$ cat config.mk
export PLATFORM = sky130hd
export DESIGN_NAME = dual_addr_latch
export DESIGN_NICKNAME = d
export VERILOG_FILES = /design/src/rtl/al_pkg.sv /design/src/rtl/al_mode_decode.sv /design/src/rtl/al_bank.sv /design/src/rtl/dual_addr_latch.sv
export SDC_FILE = /design/constraint.sdc
export NUM_CORES = 1
export LEC_CHECK = 0
export BUFFER_PORTS_ARGS = -buffer_cell sky130_fd_sc_hd__buf_2
export CORE_AREA = 8 8 45 47
export DETAILED_ROUTE_END_ITERATION = 7
export DIE_AREA = 0 0 53 55
export GPL_TIMING_DRIVEN = 0
export PLACE_DENSITY_LB_ADDON = 0.1
export SETUP_SLACK_MARGIN = 0.2
export SYNTH_ARGS = -nofsm -noshare
export SYNTH_HDL_FRONTEND = slang
export SYNTH_HIERARCHICAL = 1
export SYNTH_SLANG_ARGS = --single-unit
$ cat constraint.sdc
create_clock -name clk -period 2.3 [get_ports clk]
set_clock_uncertainty 0.2 [all_clocks]
set_input_delay 0.23 -clock clk [delete_from_list [all_inputs] [get_ports clk]]
set_output_delay 0.23 -clock clk [all_outputs]
set_load 0.03 [all_outputs]
$ cat src/rtl/al_pkg.sv
package al_pkg;
   typedef enum logic [1:0] {
      LM_HOLD  = 2'd0,
      LM_WRITE = 2'd1,
      LM_CLEAR = 2'd2,
      LM_DEMUX = 2'd3
   } lmode_e;
endpackage

$ cat src/rtl/al_mode_decode.sv
module al_mode_decode
   import al_pkg::*;
#(
   parameter int GROUP_W = 4,
   localparam int ADDR_W = (GROUP_W > 1) ? $clog2(GROUP_W) : 1
)(
   input  logic [ADDR_W-1:0]  addr,
   input  logic               wr_en_n,
   input  logic               clr_n,
   output lmode_e             mode,
   output logic [GROUP_W-1:0] sel_oh
);
   always_comb begin
      unique case ({clr_n, wr_en_n})
         2'b11:   mode = LM_HOLD;
         2'b10:   mode = LM_WRITE;
         2'b01:   mode = LM_CLEAR;
         default: mode = LM_DEMUX;
      endcase
   end

   for (genvar i = 0; i < GROUP_W; i++) begin : g_sel
      assign sel_oh[i] = (addr == ADDR_W'(i));
   end

   always_comb begin
      assert ($onehot(sel_oh));
   end
endmodule

$ cat src/rtl/al_bank.sv
module al_bank
   import al_pkg::*;
#(
   parameter int GROUP_W = 4
)(
   input  logic               clk,
   input  logic               rst,
   input  lmode_e             mode,
   input  logic [GROUP_W-1:0] sel_oh,
   input  logic               din,
   output logic [GROUP_W-1:0] q
);
   logic [GROUP_W-1:0] dmask;
   assign dmask = sel_oh & {GROUP_W{din}};

   always_ff @(posedge clk) begin
      if (rst) begin
         q <= '0;
      end else begin
         unique case (mode)
            LM_CLEAR: q <= '0;
            LM_WRITE: q <= (q & ~sel_oh) | dmask;
            LM_DEMUX: q <= dmask;
            default:  q <= q;
         endcase
      end
   end

   AST_CLEAR_ZERO: assert property (@(posedge clk) disable iff (rst)
      (mode == LM_CLEAR) |=> (q == '0));
   AST_WRITE_BIT: assert property (@(posedge clk) disable iff (rst)
      (mode == LM_WRITE) |=> ((q & $past(sel_oh)) == ($past(din) ? $past(sel_oh) : '0)));
   AST_WRITE_KEEP: assert property (@(posedge clk) disable iff (rst)
      (mode == LM_WRITE) |=> ((q & ~$past(sel_oh)) == ($past(q) & ~$past(sel_oh))));
   AST_HOLD_STABLE: assert property (@(posedge clk) disable iff (rst)
      (mode == LM_HOLD) |=> $stable(q));
   AST_DEMUX_PATTERN: assert property (@(posedge clk) disable iff (rst)
      (mode == LM_DEMUX) |=> ($countones(q) == ($past(din) ? 1 : 0)) && ((q & ~$past(sel_oh)) == '0));
endmodule

$ cat src/rtl/dual_addr_latch.sv
module dual_addr_latch
   import al_pkg::*;
#(
   parameter int NUM_GROUPS = 2,
   parameter int GROUP_W    = 4,
   localparam int ADDR_W    = (GROUP_W > 1) ? $clog2(GROUP_W) : 1,
   localparam int OUT_W     = NUM_GROUPS * GROUP_W
)(
   input  logic                  clk,
   input  logic                  rst,
   input  logic [ADDR_W-1:0]     sel_addr,
   input  logic                  wr_en_n,
   input  logic                  clr_n,
   input  logic [NUM_GROUPS-1:0] din,
   output logic [OUT_W-1:0]      q
);
   if (NUM_GROUPS < 1) begin : g_bad_groups
      $error("NUM_GROUPS must be at least 1");
   end
   if (GROUP_W < 2 || GROUP_W != (1 << ADDR_W)) begin : g_bad_width
      $error("GROUP_W must be a power of two, at least 2");
   end

   lmode_e             mode;
   logic [GROUP_W-1:0] sel_oh;

   al_mode_decode #(.GROUP_W(GROUP_W)) u_dec (
      .addr    (sel_addr),
      .wr_en_n (wr_en_n),
      .clr_n   (clr_n),
      .mode    (mode),
      .sel_oh  (sel_oh)
   );

   for (genvar g = 0; g < NUM_GROUPS; g++) begin : g_bank
      logic [GROUP_W-1:0] bq;
      al_bank #(.GROUP_W(GROUP_W)) u_bank (
         .clk    (clk),
         .rst    (rst),
         .mode   (mode),
         .sel_oh (sel_oh),
         .din    (din[g]),
         .q      (bq)
      );
      assign q[g*GROUP_W +: GROUP_W] = bq;
   end

   AST_RESET_CLEARS: assert property (@(posedge clk)
      rst |=> (q == '0));
endmodule

==> results by group <==
Timing
  – Max-slew headroom: approximately 83%
  – # setup viols final: 0
  – Max Slew Vio Count: 0
  – Final hold violation count: 0
  – Max Fclk: 0.825 GHz
  – Min Tclk post-route: 1.21 ns
  – RSZ-0062 raised after global routing: false
  – Final setup TNS: 0 ns
  – Final Cycle Share: 52.7%
  – Worst-margin pin slew: 0.254 ns

Yosys
  – Syn Nets: 56
  – Yosys reg bits: 8
  – Simple-Gate Fraction of Synth Area: 41.2%
  – Synth Area in Adders: 0%
  – Synthesized area: 392 um2
  – Total of warnings raised by yosys: 6
  – Seq/Total Area, Yosys: between 40% and 50%
  – Compound-Gate Fraction of Synth Area: between 10% and 20%
  – Mux cell area share after synthesis: 0%
  – Avg Cell Area, Syn: 8.16 um2
  – Post-synthesis cell count: 48
  – Xor/xnor cell area share of the yosys netlist: 0%
  – Yosys cell types: 12
  – Largest family of logic cells by synthesized area: simple AND/OR/NAND/NOR gates

Outcome
  – Status: finished clean

Worst setup path
  – Critical path buffer and inverter count: 1
  – CP Launch Type: register
  – CP required: 1.87 ns
  – Crit. End Element: output pin
  – Crit Path Class: register to output pin
  – Crit path max fanout: 2
  – FF-to-FF path depth: 2
  – Reg-to-Reg Start: g_bank[1].u_bank/q[3]$_SDFFE_PP0P_
  – Slowest-stage cell, CP: dfxtp_1
  – WP data arrival: around 0.78 ns
  – Reg2Reg Capture Point: g_bank[1].u_bank/q[3]$_SDFFE_PP0P_
  – CP cell instances: buf_2
  – Worst-case register-to-register setup slack: ~1.5 ns
  – Crit path launch: g_bank[1].u_bank/q[0]$_SDFFE_PP0P_
  – Largest delay share family, worst path: flip-flops
  – Max incr delay on CP: 0.33 ns

Detailed routing
  – DRT Pass-1 Iters: 3
  – Drt via density: 4.49
  – Post-DR wirelength/cell: 12.0 um
  – DRT iter0 DRCs: 8
  – Routed WL: about 1000 um
  – Routed Antenna Nets: 0
  – DR DRC count: 0
  – Routed via count: 368

Floorplan
  – Initial Util: around 28%
  – Die Span Y: 55 um
  – Die area: 0.00292 mm2
  – Core Footprint: 0.00138 mm2
  – Die width: 53 um
  – Cell Rows: 14
  – # IOs: 16

Global route
  – Initial antenna violation count: 0
  – Pin count of the biggest net entering global routing: 9
  – First-pass GRT wire length: 1640 um
  – GR Overflow Total: 0
  – Vias in the first global route: 406
  – All-layer global routing usage: a little under 8%

Min path
  – Hold EP: g_bank[0].u_bank/q[1]$_SDFFE_PP0P_
  – Cell depth of the worst hold path: 2
  – HP Class: input pin to register
  – Min-delay src: rst

Clock tree
  – CTS tree: yes
  – CTS Buf Count: 3
  – Setup repair bufs after CTS: 0
  – Htree depth: 1
  – Clock Tree Root: clkbuf_4
  – # resized after CTS: 0
  – Worst skew pair latency: roughly 0.25 ns
  – Worst-path clk slew: around 0.060 ns
  – Hold bufs inserted after CTS: 0
  – Num Clock Sinks: 8
  – Maximum clock path buffer count: 2

Pwr
  – Leakage: ~0.22 nW
  – Maximum VDD drop: 185 uV
  – PwrDens: 582 mW/mm2
  – Total Power: approximately 0.0003 W

Finish
  – Largest registers: g_bank.u_bank/q (8)
  – Synth-to-layout area growth: 30.0%
  – Commonest cells after routing, fill and taps aside: buf_2 (15), nand3_1 (8), nand3b_1 (8), a21oi_1 (8), dfxtp_1 (8)
  – Largest Register: g_bank.u_bank/q
  – Fin nets: 76
  – Finished Core Util: approximately 37%
  – Diode count: 0
  – Largest register FFs: 8
  – Commonest non-fill, non-tap cell in the layout: buf_2
  – Fraction of layout cells with a size suffix above 1: between 30% and 40%

Placement
  – Global placement routability congestion: 0.676
  – I/O Buffers: 15
  – HPWL after DPL: 747 um

Run
  – Max-cap check violation count: 0
cell usage after synthesis, drive strengths merged:
| cell type | number | area [um2] |
|---|---|---|
| and2 | 1 | 7.51 |
| nand3 | 8 | 40.0 |
| dfxtp | 8 | 160 |
| nand2 | 8 | 35.0 |
| nand3b | 8 | 60.1 |
| inv | 2 | 7.51 |
| a21oi | 8 | 40.0 |
| nor2 | 1 | 3.75 |
| buf | 2 | 22.5 |
| and2b | 1 | 8.76 |
| nor2b | 1 | 6.26 |
routing by layer:
metal  GRT usage (%)  wire, um  share of wire [%]
met1            8.03       445                 45
met2            11.9       446                 45
met3            4.28        91                9.2
met4            6.47         0                  0
met5               0         0                  0
per-stage QoR:
step                instance area, um2  worst slack, ns  hold slack [ns]  cells
floorplan                          392             1.32           0.0991     48
global placement                   487             1.18            0.274     79
detailed placement                 487             1.18            0.278     79
CTS                                509             1.08           0.0463     82
global route                       509             1.04           0.0581     82
finish                             509             1.09           0.0579     82
how the worst max path moves through the flow:
stage | to | depth (start not counted)
4_1_cts | q[4] | 1
5_1_grt | q[6] | 1
2_1_floorplan | g_bank[0].u_bank/q[0]$_SDFFE_PP0P_ | 2
6_report | q[4] | 1
3_5_place_dp | g_bank[1].u_bank/q[2]$_SDFFE_PP0P_ | 5
3_3_place_gp | g_bank[1].u_bank/q[2]$_SDFFE_PP0P_ | 5
power breakdown:
group,leakage (nW),internal [W],switching [W]
sequential,0.0648,0.000142,0.00000152
combinational,0.140,0.0000183,0.0000272
clock,0.0138,0.0000597,0.0000479
total,0.219,0.000220,0.0000766
layout make-up:
type | count | area, um2
fill | 154 | 875
multi-input combinational | 36 | 201
sequential | 8 | 160
timing repair buffer | 15 | 75.1
clock buffer | 3 | 22.5
buffer | 2 | 22.5
tap | 16 | 20.0
inverter | 2 | 7.51
kinds of logic (layout without fill, tap and decap cells):
| family | after synthesis | after routing |
|---|---|---|
| AOI/OAI and AO/OA | 8 | 8 |
| buffers and inverters | 4 | 22 |
| DFF | 8 | 8 |
| and+or+nand+nor | 28 | 28 |
No activity file was read; power rests on OpenSTA's default activity.
